`src/rtl/lj_audio_tx_pkg.sv`:
```
package lj_audio_tx_pkg;
  localparam logic [1:0] RATIO_CODE_256 = 2'd0;
  localparam logic [1:0] RATIO_CODE_384 = 2'd1;
  localparam int unsigned RATIO_LO = 256;
  localparam int unsigned RATIO_HI = 384;

  typedef struct packed {
    logic en;
    logic dir_tx;
    logic r384;
  } tx_cfg_t;
endpackage

```
`src/rtl/lj_cfg_latch.sv`:
```
module lj_cfg_latch
  import lj_audio_tx_pkg::*;
(
  input  logic       clk_i,
  input  logic       rst_ni,
  input  logic       commit_i,
  input  logic       enable_i,
  input  logic       dir_tx_i,
  input  logic [1:0] ratio_sel_i,
  output tx_cfg_t    cfg_o,
  output logic       apply_o,
  output logic       err_o
);
  tx_cfg_t cfg_q;
  logic    apply_q, err_q;
  logic    code_ok;

  assign code_ok = (ratio_sel_i == RATIO_CODE_256) || (ratio_sel_i == RATIO_CODE_384);

  always_ff @(posedge clk_i or negedge rst_ni) begin
    if (!rst_ni) begin
      cfg_q   <= '0;
      apply_q <= 1'b0;
      err_q   <= 1'b0;
    end else begin
      apply_q <= 1'b0;
      if (commit_i) begin
        if (code_ok) begin
          cfg_q.en     <= enable_i;
          cfg_q.dir_tx <= dir_tx_i;
          cfg_q.r384   <= (ratio_sel_i == RATIO_CODE_384);
          apply_q      <= 1'b1;
          err_q        <= 1'b0;
        end else begin
          err_q <= 1'b1;
        end
      end
    end
  end

  assign cfg_o   = cfg_q;
  assign apply_o = apply_q;
  assign err_o   = err_q;

  assert_hold_without_commit_R1: assert property (@(posedge clk_i) disable iff (!rst_ni)
    !commit_i |=> $stable(cfg_q));

  assert_bad_code_refused_R6: assert property (@(posedge clk_i) disable iff (!rst_ni)
    (commit_i && !code_ok) |=> (err_q && $stable(cfg_q)));
endmodule

```
`src/rtl/lj_clk_div.sv`:
```
module lj_clk_div
  import lj_audio_tx_pkg::*;
#(
  parameter int unsigned MCLK_HALF  = 1,
  parameter int unsigned FRAME_BITS = 32
) (
  input  logic clk_i,
  input  logic rst_ni,
  input  logic run_i,
  input  logic r384_i,
  output logic mclk_o,
  output logic bclk_o,
  output logic bclk_fall_o
);
  // master-clock toggles per bit-clock half period
  localparam int unsigned EDGES_LO = RATIO_LO / FRAME_BITS;
  localparam int unsigned EDGES_HI = RATIO_HI / FRAME_BITS;
  localparam int unsigned EDGE_W   = $clog2(EDGES_HI);
  localparam int unsigned HC_W     = (MCLK_HALF > 1) ? $clog2(MCLK_HALF) : 1;

  logic              mclk_tick, bclk_tick;
  logic              mclk_q, bclk_q;
  logic [EDGE_W-1:0] edge_cnt_q, edge_last;

  generate
    if (MCLK_HALF == 1) begin : g_div1
      assign mclk_tick = run_i;
    end else begin : g_divn
      logic [HC_W-1:0] mc_cnt_q;
      always_ff @(posedge clk_i or negedge rst_ni) begin
        if (!rst_ni) mc_cnt_q <= '0;
        else if (!run_i || mclk_tick) mc_cnt_q <= '0;
        else mc_cnt_q <= mc_cnt_q + 1'b1;
      end
      assign mclk_tick = run_i && (mc_cnt_q == HC_W'(MCLK_HALF - 1));
    end
  endgenerate

  assign edge_last   = r384_i ? EDGE_W'(EDGES_HI - 1) : EDGE_W'(EDGES_LO - 1);
  assign bclk_tick   = mclk_tick && (edge_cnt_q == edge_last);
  assign bclk_fall_o = bclk_tick && bclk_q;

  always_ff @(posedge clk_i or negedge rst_ni) begin
    if (!rst_ni) begin
      mclk_q     <= 1'b0;
      bclk_q     <= 1'b0;
      edge_cnt_q <= '0;
    end else if (!run_i) begin
      mclk_q     <= 1'b0;
      bclk_q     <= 1'b0;
      edge_cnt_q <= '0;
    end else if (mclk_tick) begin
      mclk_q     <= ~mclk_q;
      edge_cnt_q <= (edge_cnt_q == edge_last) ? '0 : edge_cnt_q + 1'b1;
      if (bclk_tick) bclk_q <= ~bclk_q;
    end
  end

  assign mclk_o = mclk_q;
  assign bclk_o = bclk_q;

  assert_bclk_with_mclk_R4: assert property (@(posedge clk_i) disable iff (!rst_ni)
    (run_i && $past(run_i) && !$stable(bclk_q)) |-> !$stable(mclk_q));
endmodule

```
`src/rtl/lj_tx_frame.sv`:
```
module lj_tx_frame #(
  parameter int unsigned SAMPLE_W = 16
) (
  input  logic                clk_i,
  input  logic                rst_ni,
  input  logic                active_i,
  input  logic                restart_i,
  input  logic                bclk_fall_i,
  input  logic                pair_valid_i,
  input  logic [SAMPLE_W-1:0] left_i,
  input  logic [SAMPLE_W-1:0] right_i,
  input  logic                underrun_clr_i,
  output logic                running_o,
  output logic                pair_ready_o,
  output logic                ws_o,
  output logic                sd_o,
  output logic                underrun_o
);
  localparam int unsigned FRAME_BITS = 2 * SAMPLE_W;
  localparam int unsigned IDX_W      = $clog2(FRAME_BITS);

  logic                  running_q, underrun_q;
  logic [IDX_W-1:0]      idx_q;
  logic [FRAME_BITS-1:0] shreg_q;
  logic                  boundary;

  assign boundary     = running_q ? (bclk_fall_i && (idx_q == IDX_W'(FRAME_BITS - 1))) : 1'b1;
  assign pair_ready_o = active_i && !restart_i && boundary;

  always_ff @(posedge clk_i or negedge rst_ni) begin
    if (!rst_ni) begin
      running_q <= 1'b0;
      idx_q     <= '0;
      shreg_q   <= '0;
    end else if (!active_i || restart_i) begin
      running_q <= 1'b0;
      idx_q     <= '0;
      shreg_q   <= '0;
    end else if (pair_ready_o) begin
      running_q <= 1'b1;
      idx_q     <= '0;
      shreg_q   <= pair_valid_i ? {left_i, right_i} : '0;
    end else if (running_q && bclk_fall_i) begin
      idx_q   <= idx_q + 1'b1;
      shreg_q <= {shreg_q[FRAME_BITS-2:0], 1'b0};
    end
  end

  always_ff @(posedge clk_i or negedge rst_ni) begin
    if (!rst_ni) underrun_q <= 1'b0;
    else if (pair_ready_o && !pair_valid_i) underrun_q <= 1'b1;
    else if (underrun_clr_i) underrun_q <= 1'b0;
  end

  assign running_o  = running_q;
  assign ws_o       = running_q && (idx_q >= IDX_W'(SAMPLE_W));
  assign sd_o       = running_q && shreg_q[FRAME_BITS-1];
  assign underrun_o = underrun_q;

  assert_single_request_R7: assert property (@(posedge clk_i) disable iff (!rst_ni)
    pair_ready_o |=> !pair_ready_o);

  assert_left_after_load_R2: assert property (@(posedge clk_i) disable iff (!rst_ni)
    pair_ready_o |=> !ws_o);

  assert_idle_low_R9: assert property (@(posedge clk_i) disable iff (!rst_ni)
    !active_i |=> (!sd_o && !ws_o && !pair_ready_o));

  assert_underrun_sticky_R8: assert property (@(posedge clk_i) disable iff (!rst_ni)
    (underrun_q && !underrun_clr_i) |=> underrun_q);

  assert_data_on_fall_R3: assert property (@(posedge clk_i) disable iff (!rst_ni)
    (running_q && $past(running_q) && !$stable(sd_o)) |-> $past(bclk_fall_i));
endmodule

```
`src/rtl/lj_audio_tx.sv`:
```
module lj_audio_tx
  import lj_audio_tx_pkg::*;
#(
  parameter int unsigned SAMPLE_W  = 16,
  parameter int unsigned MCLK_HALF = 1
) (
  input  logic                clk_i,
  input  logic                rst_ni,
  input  logic                commit_i,
  input  logic                enable_i,
  input  logic                dir_tx_i,
  input  logic [1:0]          ratio_sel_i,
  input  logic                pair_valid_i,
  input  logic [SAMPLE_W-1:0] left_i,
  input  logic [SAMPLE_W-1:0] right_i,
  output logic                pair_ready_o,
  input  logic                underrun_clr_i,
  output logic                underrun_o,
  output logic                cfg_err_o,
  output logic                mclk_o,
  output logic                bclk_o,
  output logic                ws_o,
  output logic                sd_o
);
  localparam int unsigned FRAME_BITS = 2 * SAMPLE_W;

  tx_cfg_t cfg;
  logic    apply, active, running, bclk_fall;

  lj_cfg_latch i_cfg (
    .clk_i       (clk_i),
    .rst_ni      (rst_ni),
    .commit_i    (commit_i),
    .enable_i    (enable_i),
    .dir_tx_i    (dir_tx_i),
    .ratio_sel_i (ratio_sel_i),
    .cfg_o       (cfg),
    .apply_o     (apply),
    .err_o       (cfg_err_o)
  );

  assign active = cfg.en && cfg.dir_tx;

  lj_clk_div #(
    .MCLK_HALF  (MCLK_HALF),
    .FRAME_BITS (FRAME_BITS)
  ) i_clk (
    .clk_i       (clk_i),
    .rst_ni      (rst_ni),
    .run_i       (running),
    .r384_i      (cfg.r384),
    .mclk_o      (mclk_o),
    .bclk_o      (bclk_o),
    .bclk_fall_o (bclk_fall)
  );

  lj_tx_frame #(
    .SAMPLE_W (SAMPLE_W)
  ) i_frame (
    .clk_i          (clk_i),
    .rst_ni         (rst_ni),
    .active_i       (active),
    .restart_i      (apply),
    .bclk_fall_i    (bclk_fall),
    .pair_valid_i   (pair_valid_i),
    .left_i         (left_i),
    .right_i        (right_i),
    .underrun_clr_i (underrun_clr_i),
    .running_o      (running),
    .pair_ready_o   (pair_ready_o),
    .ws_o           (ws_o),
    .sd_o           (sd_o),
    .underrun_o     (underrun_o)
  );
endmodule

```
`config.mk`:
```
export PLATFORM = sky130hd
export DESIGN_NAME = lj_audio_tx
export DESIGN_NICKNAME = d
export VERILOG_FILES = /design/src/rtl/lj_audio_tx_pkg.sv /design/src/rtl/lj_cfg_latch.sv /design/src/rtl/lj_clk_div.sv /design/src/rtl/lj_tx_frame.sv /design/src/rtl/lj_audio_tx.sv
export SDC_FILE = /design/constraint.sdc
export NUM_CORES = 1
export LEC_CHECK = 0
export ABC_AREA = 1
export BUFFER_PORTS_ARGS = -buffer_cell sky130_fd_sc_hd__buf_2
export CORE_MARGIN = 2
export CORE_UTILIZATION = 35
export DETAILED_ROUTE_END_ITERATION = 8
export SYNTH_ARGS = -nofsm -noshare
export SYNTH_HDL_FRONTEND = slang
export SYNTH_SLANG_ARGS = --single-unit
```
`constraint.sdc`:
```
create_clock -name clk_i -period 3.7 [get_ports clk_i]
set_clock_uncertainty 0.05 [all_clocks]
set_input_delay 0.185 -clock clk_i [delete_from_list [all_inputs] [get_ports clk_i]]
set_output_delay 0.185 -clock clk_i [all_outputs]
set_load 0.01 [all_outputs]
```
# After elaboration in Yosys (flattened, before gate mapping)
# Cells that the tools add are included.
[classes]
n_addsub = 2
n_lt_le_gt_ge = 1
n_eq_ne = 4
muxes = 21
n_bitwise = 2
reduce_logical = 20
[op_table]
columns = ["cell", "n"]
rows = [
  ["$mux W32", 4],
  ["$mux W5", 3],
  ["$mux W4", 3],
  ["$mux W1", 11],
  ["$logic_and A1 B1 Y1", 10],
  ["$add A5 B1 Y5 const B", 1],
  ["$eq A5 B5 Y1 const B", 1],
  ["$ge A5 B5 Y1 const B", 1],
  ["$add A4 B1 Y4 const B", 1],
  ["$eq A4 B4 Y1", 1],
  ["$reduce_bool A2 Y1", 2],
  ["$logic_not A1 Y1", 3],
  ["$reduce_bool A3 Y1", 1],
  ["$eq A2 B1 Y1 const B", 1],
  ["$logic_not A2 Y1", 1],
  ["$logic_or A1 B1 Y1", 2],
  ["$ne A2 B2 Y1 const B", 1],
  ["$not A1 Y1", 2],
  ["$reduce_and A2 Y1", 1],
]
[totals]
regBits = 50
inputBits = 41
elab_cells = 62

# Longest topological paths before layout
# Gate-level depths: netlist of run 1.
[depth]
word_depth = 9
ltp_mapped = 13
depth_no_buf = 12

# Modules after synthesis
# From an unflattened synthesis of run 1, not the netlist that was laid out.
[unflattened]
hier_cells = 295
area_unflattened_um2 = 2571.2
[modules_own_cells]
columns = ["mod", "instances", "cells_each", "area_per_inst_um2", "seq_area_each_um2"]
rows = [
  ["lj_tx_frame", 1, 244, 2082.0, 975.9],
  ["lj_clk_div", 1, 30, 297.8, 150.1],
  ["lj_cfg_latch", 1, 19, 183.9, 125.1],
  ["lj_audio_tx", 1, 2, 7.5, 0.0],
]

# Least setup slack after synthesis of run 1
# Ideal clock, no wire load.
[synth_timing]
path_type = "flip-flop to flip-flop"
startpoint = "register i_frame.idx_q[0]"
endpoint = "register i_frame.shreg_q[11]"
setup_time_ns = 0.065
t_arrival_ns = 1.674
slack_ns = 1.912
stages_incl_launch_ff = 11
cell_sequence = "dfrtp_1 ha_1 inv_1 nor3_1 ha_1 a31oi_4 nand2_4 nor2_4 buf_4 nand2_1 nand2_1"
[synth_via]
elab_chain_cells = 6
[synth_lines]
columns = ["item", "line", "source"]
rows = [
  ["start: declaration", "lj_tx_frame.sv:23", "logic [IDX_W-1:0] idx_q;"],
  ["start signal: assignment", "lj_tx_frame.sv:44", "idx_q <= idx_q + 1'b1;"],
  ["$eq A5 B5 Y1 (*)", "lj_tx_frame.sv:27", "assign boundary = running_q ? (bclk_fall_i && (idx_q == IDX_W'(FRAME_BITS - 1))) : 1'b1;"],
  ["$logic_and A1 B1 Y1 (*)", "lj_tx_frame.sv:27", ""],
  ["$mux W1 (*)", "lj_tx_frame.sv:27", ""],
  ["$logic_and A1 B1 Y1 (*)", "lj_tx_frame.sv:28", "assign pair_ready_o = active_i && !restart_i && boundary;"],
  ["$mux W32", "lj_tx_frame.sv:39", "end else if (pair_ready_o) begin"],
  ["$mux W32", "lj_tx_frame.sv:35", "end else if (!active_i || restart_i) begin"],
  ["end signal: assignment", "lj_tx_frame.sv:42", "shreg_q <= pair_valid_i ? {left_i, right_i} : '0;"],
  ["end signal: assignment", "lj_tx_frame.sv:45", "shreg_q <= {shreg_q[FRAME_BITS-2:0], 1'b0};"],
  ["end: declaration", "lj_tx_frame.sv:24", "logic [FRAME_BITS-1:0] shreg_q;"],
]
# Every way passes the cells marked *; elsewhere a longest branch is shown, timed or not.
# A chain may end at the register's enable or synchronous reset.

# Worst setup path in the final report of run 1
[layout_timing]
startpoint = "register i_frame.idx_q[0]"
endpoint = "output pair_ready_o"
[layout_via]
elab_chain_cells = 4
[layout_lines]
columns = ["item", "line", "source"]
rows = [
  ["$eq A5 B5 Y1", "lj_tx_frame.sv:27", ""],
  ["$logic_and A1 B1 Y1", "lj_tx_frame.sv:27", ""],
  ["$mux W1", "lj_tx_frame.sv:27", ""],
  ["$logic_and A1 B1 Y1", "lj_tx_frame.sv:28", ""],
  ["end: declaration", "lj_audio_tx.sv:16", "output logic pair_ready_o,"],
]
# No other way between the ends.

==> impl_metrics.toml, run 1 <==
[status]
outcome = "completed"

[logic_synthesis]
synth_area_leader_cell = "dfrtp_1"
synthCells = 400
ys_seq_elements = 50
avgSynthCellArea_um2 = 7.191
yosysUniqueCellTypes = 28
yosys-top-cells-area = "dfrtp_1 43%, nand2_1 25%, inv_1 6.0%"
yosys_warnings = 0
ys_seq_area_share_pct = 43.50
syn_nets = 444
synth_top_area_share_pct = 43.50
syn-cell-area_um2 = 2877

[sta]
final-max-slew-violation-count = 0
maxClockFrequency_ghz = 0.3486
relSlewSlack_pct = 56.00
tightest_slew_ns = 0.6577
finalSetupTns_ns = 0
setup_viol = 0
rsz0062_at_grt = "no"
period_share_pct = 77.53
period_minus_slack_ns = 2.869
hold_viol = 0

[critical_path]
cp.arrival_ns = 2.63
path_max_fanout = 33
worst_setup_path_end_kind = "primary output"
cp-start-kind = "flop"
crit_required_ns = 3.46
crit_type = "reg2out"

[die]
rows = 33
die-width_um = 94.66
die_y_um = 94.66
ioPinCount = 48
die_area_um2 = 8960
coreArea_um2 = 8093
start_util_pct = 35.54

[final_layout]
antenna_cells = 0
drive_gt1_share_pct = 16.21
syn_to_final_growth_pct = 13.01
nNetsFinal = 481
nFillCells = 871

[drt]
drcViolationCount = 0
vias = 2428
wl_per_cell_um = 11.08
ant_nets = 0
wirelength_um = 6015
dr.pass1.iters = 4
drtIter0Drc = 78
avgViaCountPerCell = 4.471

[cts]
post_cts.repair.setup_buffers = 0
clk_latency_ns = 0.31
tritoncts = "built"
cts-root-buf = "clkbuf_8"
cts.sinks = 50
path_clk_slew_ns = 0.09
cts_buffer_depth = 2
ctsHtreeMaxLevel = 2
cts_buffers = 5

[power_and_ir_drop]
p_clk_share_pct = 35.8
totalPowerFinal_uw = 1088
pwr-share-comb_pct = 11.8
p_leak_uw = 0.001949
internal_power_uw = 806.2
pwr-share-seq_pct = 52.4
swShare_pct = 25.88
p_switching_uw = 281.4
p_per_area_nw_per_um2 = 334.6
ir_drop_v = 0.0001688

[job]
drv_cap = 0

[placement]
place.detailed.hpwl_um = 4002
gp_congestion = 0.7310
io_buffers = 47

[global_routing]
grt_pass1_vias = 2214
antenna_found_initial = 0
grt_overflow_total = 0
grt_pass1_wl_um = 10210
track_usage_pct = 14.47
grt_max_degree = 41

[hold_path]
hold_path.class = "in2reg"
-- power by group through the flow --
| stage | sequential (uW) | combinational [uW] | clock (uW) |
|---|---|---|---|
| after floorplan | 578 | 85.2 | 0 |
| after global placement | 580 | 129 | 0 |
| after detailed placement | 580 | 131 | 0 |
| after CTS | 570 | 132 | 401 |
| after global routing | 572 | 148 | 426 |
| final | 569 | 129 | 390 |
-- final timing paths --
kind	start	end	slack [ns]	cells past startpoint
setup / recovery	i_frame.idx_q[0]	pair_ready_o	0.83	9
hold / removal	underrun_clr_i	i_frame.underrun_o	0.01	2
setup reg to reg	i_frame.idx_q[0]	i_frame.shreg_q[5]	1.16	11
hold reg to reg	i_clk.mclk_o	i_clk.mclk_o	0.37	1
max in group asynchronous	rst_ni	i_frame.shreg_q[5]	2.58	3
min in group asynchronous	rst_ni	i_cfg.err_o	0.22	2
-- routing by layer --
layer / track usage (%) / wire length, um
met5: 0 / 0
met4: 4.348 / 77
met3: 2.873 / 180
met2: 23.94 / 2826
met1: 19.15 / 2930
-- area by class of cell --
class                      instances  area [um2]  area share [%]
tap                              105       131.4           4.042
multi-input combinational        282        1318           40.53
clock inverter                     2       37.54           1.155
inverter                          48       180.2           5.543
clock buffer                       6       72.57           2.232
sequential                        50        1251           38.49
timing repair buffer              50       260.3           8.006
-- repair_timing --
action / 4_1_cts / 5_1_grt
hold buffers: 1 / 0
endpoints found under the hold margin: 10 / 0
resized for setup: 0 / 0
-- sequential cells by signal, summed over array words and instances (netlist names) --
| register | count |
|---|---|
| i_cfg.cfg_o | 3 |
| i_cfg.apply_o | 1 |
| i_clk.mclk_o | 1 |
| i_cfg.err_o | 1 |
| i_frame.idx_q | 5 |
| i_frame.running_o | 1 |
| i_frame.underrun_o | 1 |
| i_clk.bclk_o | 1 |
| i_frame.shreg_q | 32 |
| i_clk.edge_cnt_q | 4 |
-- cells in the final DEF, fill, tap and decap left out, types with 3 or more instances in the layout --
cell | Yosys | layout
buf_2 | 5 | 47
clkbuf_8 | 0 | 5
dfrtp_1 | 50 | 50
ha_1 | 3 | 3
inv_1 | 46 | 46
nand2_1 | 188 | 188
nand3_1 | 32 | 32
nand3b_1 | 15 | 15
nor2_1 | 14 | 13
nor2_4 | 4 | 4
o21ai_0 | 3 | 3
or2_0 | 5 | 5
xor2_1 | 4 | 4
-- synth_stat cells (all sizes together) --
master	n
ha	3
nand4	1
nand2	191
nor3	1
a21oi	3
xor2	4
or2	7
o21ai	3
nor2	18
xnor2	1
buf	15
dfrtp	50
nand3	33
clkbuf	5
nand3b	15
a31oi	1
inv	48
o22ai	1
-- kinds of logic after synthesis --
group                    Yosys count  share of synthesized area (%)
AO/OA/AOI/OAI                      8                          2.392
XOR/XNOR                           5                          1.522
adder cells (fa/ha/maj)            3                          1.305
buffers and inverters             68                          10.79
flip-flops                        50                          43.50
AND/OR/NAND/NOR                  266                          40.50
-- per-stage QoR --
step,setup slack [ns],instance area [um2],hold slack [ns],std cells,util [%]
CTS,0.7945,3251,0.006665,543,40.17
floorplan,1.912,2877,-0.1606,400,-
detailed placement,1.125,3131,0.01813,534,38.68
finish,0.8315,3251,0.01088,543,40.17
global route,0.4714,3251,0.009411,543,40.17
global placement,1.183,3131,0.01689,534,38.68
-- critical path: stages (launching register included) --
cell and delay [ns]:
dfrtp_1 0.39, ha_1 0.15, inv_1 0.04, nor3_1 0.15, ha_1 0.24, nand4_1 0.12, nand2_2 0.52, nand2_2 0.44
inv_2 0.13, buf_2 0.13
No activity file was read; power rests on OpenSTA's default activity.
==> run 2, diff against run 1 <==
Settings changed: ABC_AREA 1 to 0.
Clock period 3.7 ns to 2.75 ns, I/O delays scaled along.
==> impl_metrics.toml, run 2 <==
[sta]
finalSetupTns_ns = 0
maxClockFrequency_ghz = 0.4605
tightest_slew_ns = 0.4230
rsz0062_at_grt = "no"
relSlewSlack_pct = 71.50
setup_viol = 0
hold_viol = 0
final-max-slew-violation-count = 0
period_minus_slack_ns = 2.172
whs_ns = 0.008516
period_share_pct = 78.97

[global_routing]
grt_pass1_wl_um = 8390
antenna_found_initial = 0
grt_overflow_total = 0
grt_max_degree = 39
track_usage_pct = 14.47
grt_pass1_vias = 1647

[drt]
ant_nets = 0
avgViaCountPerCell = 5.371
drcViolationCount = 0
vias = 1681
drtIter0Drc = 135
wirelength_um = 5114
wl_per_cell_um = 16.34
dr.pass1.iters = 4

[die]
coreArea_um2 = 6350
rows = 29
ioPinCount = 48
start_util_pct = 36.22
die_y_um = 85.06
die_area_um2 = 7235
die-width_um = 85.06

[logic_synthesis]
yosysUniqueCellTypes = 34
synthCells = 188
synth_top_area_share_pct = 54.41
yosys.cell_count.top_type = "dfrtp_1"
synth_edf_count = 0
syn_nets = 232
synth_area_leader_cell = "dfrtp_1"
synthTopCellsByCount = "50 x dfrtp_1, 32 x and3_1, 30 x a221o_1"
ys_seq_elements = 50
yosys_warnings = 0
syn-cell-area_um2 = 2300
ys_seq_area_share_pct = 54.41
avgSynthCellArea_um2 = 12.23
yosys-top-cells-area = "dfrtp_1 54%, a221o_1 13%, and3_1 8.7%"
async_reset_ff_share_pct = 100.0
synthFlopType = "dfrtp_1"

[power_and_ir_drop]
swShare_pct = 24.32
p_per_area_nw_per_um2 = 521.3
p_leak_uw = 0.001428
ir_drop_v = 0.0002827
pwr-share-seq_pct = 56.6
internal_power_uw = 1063
pwr-share-comb_pct = 9.2
p_switching_uw = 341.6
p_clk_share_pct = 34.2

[placement]
gp_congestion = 0.8028
io_buffers = 47
place.detailed.hpwl_um = 3371
dp_cells = 301

[final_layout]
nNetsFinal = 279
final_cell_mix = "50 x dfrtp_1, 47 x buf_2, 32 x and3_1"
layoutNonFillerInstCount = 313
layout_commonest_cell = "dfrtp_1"
drive_gt1_share_pct = 27.54
antenna_cells = 0
largest_reg_flops = 32
top_register = "i_frame.shreg_q"
reg.largest.list = "i_frame.shreg_q (32), i_frame.idx_q (5), i_clk.edge_cnt_q (4)"
syn_to_final_growth_pct = 17.14

[cts]
cts-root-buf = "clkbuf_8"
cts_buffers = 5
clk_latency_ns = 0.30
post_cts.repair.setup_buffers = 0
cts.sinks = 50
ctsHtreeMaxLevel = 2
path_clk_slew_ns = 0.10
tritoncts = "built"
cts_buffer_depth = 2

[critical_path]
path_max_fanout = 7
critPathLaunch = "i_clk.edge_cnt_q[0]"
cp.arrival_ns = 1.98
crit_required_ns = 2.56
reg2reg_from = "i_clk.edge_cnt_q[0]"
cp-start-kind = "flop"
crit_type = "reg2out"
worst_setup_path_end_kind = "primary output"

[hold_path]
hold_path.class = "in2reg"
hold_start = "right_i[6]"

[status]
outcome = "completed"

[job]
drv_cap = 0
## run 2: cell families after synthesis
family	Yosys count	synth area share, %
AOI/OAI and AO/OA	44	17.63
xor gates and xnor gates	4	1.524
adders and majority gates	3	1.632
buffers and inverters	20	5.659
DFF	50	54.41
muxes	7	3.264
and+or+nand+nor	60	15.89
## run 2: critical path, stage by stage, from the launching register on
cell,delay (ns)
dfrtp_1,0.40
ha_1,0.24
and4bb_1,0.22
or2_1,0.34
a31oi_1,0.26
nor2_1,0.08
buf_2,0.14
## run 2: cell type report
cell class	instances	area [um2]
clock buffers	7	96.34
clock inverters	1	8.758
fillers	608	3656
inverters	6	22.52
multi-input cells	118	920.9
flip-flops and latches	50	1251
well taps	77	96.34
repair buffers	54	297.8
## run 2: path summary, 6_finish.rpt
| kind | slack, ns | to | depth (start not counted) |
|---|---|---|---|
| max | 0.58 | pair_ready_o | 6 |
| min | 0.009 | i_frame.shreg_q[6] | 2 |
| max reg2reg | 0.68 | i_frame.shreg_q[7] | 5 |
| min reg2reg | 0.37 | i_clk.mclk_o | 1 |
| max in group asynchronous | 1.64 | i_clk.bclk_o | 3 |
| min in group asynchronous | 0.23 | i_cfg.err_o | 2 |
## run 2: power by group through the flow
| stage | logic [uW] | registers (uW) | clock network [uW] |
|---|---|---|---|
| 6_report | 129 | 794 | 481 |
| 5_1_grt | 147 | 799 | 526 |
| 4_1_cts | 132 | 795 | 496 |
| 3_5_place_dp | 128 | 808 | 0 |
| 3_3_place_gp | 128 | 808 | 0 |
| 2_1_floorplan | 63.8 | 803 | 0 |
## run 2: per-layer routing
layer | up-vias | routed length, um | GRT usage [%]
li1 | 816 | - | -
met1 | 812 | 2417 | 20.76
met2 | 48 | 2365 | 22.02
met3 | 5 | 293 | 3.794
met4 | 0 | 38 | 3.463
met5 | - | 0 | 0
## run 2: stage by stage
stage                     total power [uW]  worst slack [ns]  instance area (um2)  utilization, %
after floorplan                      866.4            0.7987                 2300               -
after global routing                  1472            0.3928                 2694           42.42
after detailed placement             936.8            0.6860                 2549           40.14
after global placement               935.9            0.6982                 2549           40.14
final                                 1404            0.5783                 2694           42.42
after CTS                             1423            0.5529                 2684           42.27
## run 2: timing repair
action                     CTS  global route
hold endpoints to repair    18             1
setup endpoints to repair    0             0
hold buffers                 3             1
gates resized for setup      0             0
==> run 3, diff against run 2 <==
Settings changed: ABC_AREA 0 to 1.
Clock period 2.75 ns to 2.2 ns, I/O delays scaled along.
==> impl_metrics.toml, run 3 (synthesized netlist as in run 1, its figures left out) <==
[status]
outcome = "completed"

[final_layout]
largest_reg_flops = 32
reg.largest.list = "i_frame.shreg_q (32), i_frame.idx_q (5), i_clk.edge_cnt_q (4)"
final_cell_mix = "188 x nand2_1, 50 x dfrtp_1, 47 x buf_2"
syn_to_final_growth_pct = 21.40
top_register = "i_frame.shreg_q"
nNetsFinal = 502
antenna_cells = 0
fin_util_pct = 43.15
layout_commonest_cell = "nand2_1"
drive_gt1_share_pct = 19.61
nFillCells = 891
design_area_um2 = 3492

[critical_path]
worst_setup_path_end_kind = "primary output"
reg2reg_from = "i_frame.idx_q[0]"
crit_required_ns = 2.04
crit_type = "reg2out"
cp-start-kind = "flop"
cp.arrival_ns = 1.86
ff2ff_path_depth = 11
reg2reg_slack_ns = 0.18
worstSetupEndpoint = "pair_ready_o"
critPathLaunch = "i_frame.idx_q[0]"
path_max_fanout = 21
r2r-end = "i_frame.shreg_q[1]"

[die]
die-width_um = 94.66
rows = 33
start_util_pct = 35.54
ioPinCount = 48
die_area_um2 = 8960
coreArea_um2 = 8093
die_y_um = 94.66

[sta]
relSlewSlack_pct = 57.59
setup_viol = 0
period_minus_slack_ns = 2.015
fin_ws_ns = 0.1849
period_share_pct = 91.59
maxClockFrequency_ghz = 0.4963
hold_viol = 0
tightest_slew_ns = 0.6362
final-max-slew-violation-count = 0

[global_routing]
grt-busiest-layer = "met2"
antenna_found_initial = 0
grt_pass1_wl_um = 10160
grtUsageMet1_pct = 19.36
track_usage_pct = 14.22
gr-usage-met3_pct = 2.474
grt_pass1_vias = 2186
grt_max_degree = 51
grt_overflow_total = 0
grt_use_met2_pct = 23.52

[cts]
path_clk_slew_ns = 0.09
tritoncts = "built"
cts_buffers = 5
cts_buffer_depth = 2
cts-root-buf = "clkbuf_8"
clk_latency_ns = 0.30
ctsHtreeMaxLevel = 2
cts.sinks = 50

[power_and_ir_drop]
p_leak_uw = 0.002072
ir_drop_v = 0.0002373
p_per_area_nw_per_um2 = 569.8

[drt]
wl_per_cell_um = 10.68
wirelength_um = 6025
drcViolationCount = 0
drtIter0Drc = 109
ant_nets = 0
dr.pass1.iters = 4
vias = 2456
avgViaCountPerCell = 4.355

[placement]
place.detailed.hpwl_um = 4167
post_dp_cell_area_um2 = 3218
gp_congestion = 0.7498
io_buffers = 47
dp_worst_setup_slack_ns = 0.1341

[hold_path]
hold_start = "right_i[0]"
hold_path.class = "in2reg"

[job]
drv_cap = 0
## run 3: layout make-up
type | instances | area [um2] | share of cell area (%)
clock inverter | 2 | 60.06 | 1.720
tap | 105 | 131.4 | 3.762
inverter | 48 | 180.2 | 5.159
clock buffer | 6 | 82.58 | 2.365
multi-input combinational | 282 | 1344 | 38.48
sequential | 50 | 1251 | 35.83
timing repair buffer | 71 | 442.9 | 12.68
## run 3: power by group
group	total [uW]	internal (uW)	switching [uW]
logic	248	97.8	150
clock network	784	485	299
registers	958	943	14.9
## run 3: worst min-delay path by stage
stage,cells past startpoint,to
after detailed placement,2,i_cfg.cfg_o[0]
final,3,i_frame.shreg_q[0]
after floorplan,0,i_cfg.apply_o
after global placement,2,i_cfg.cfg_o[0]
after CTS,3,i_frame.shreg_q[0]
after global routing,3,i_cfg.err_o
## run 3: what timing repair did
action	in CTS	in global routing
hold endpoints to repair	55	0
resized for setup	1	4
hold buffers	6	0
pin swaps	0	3
setup buffers	0	6
endpoints found under the setup margin	1	5
## run 3: routing by layer
layer	vias to the layer above	share of wire (%)
li1	1317	-
met4	0	0.50
met1	1100	49
met2	37	47
met5	-	0
met3	2	3.3
## run 3: stage by stage
step                      hold slack, ns  total power [uW]  TNS [ns]  cells
final                            0.01812              1990         0    564
after global routing             0.01936              2085  -0.02027    564
after floorplan                  -0.2356              1116         0    400
after global placement            0.2185              1207         0    544
after detailed placement          0.2130              1210         0    544
after CTS                       0.007415              2015         0    558
## run 3: worst max-delay path: stages (launching register included)
cell and delay [ns]:
dfrtp_1 0.39, ha_1 0.16, inv_1 0.06, nor3_2 0.11, ha_2 0.19, nand4_1 0.15
nand2_4 0.17, nand2_8 0.13, inv_2 0.08, buf_2 0.12
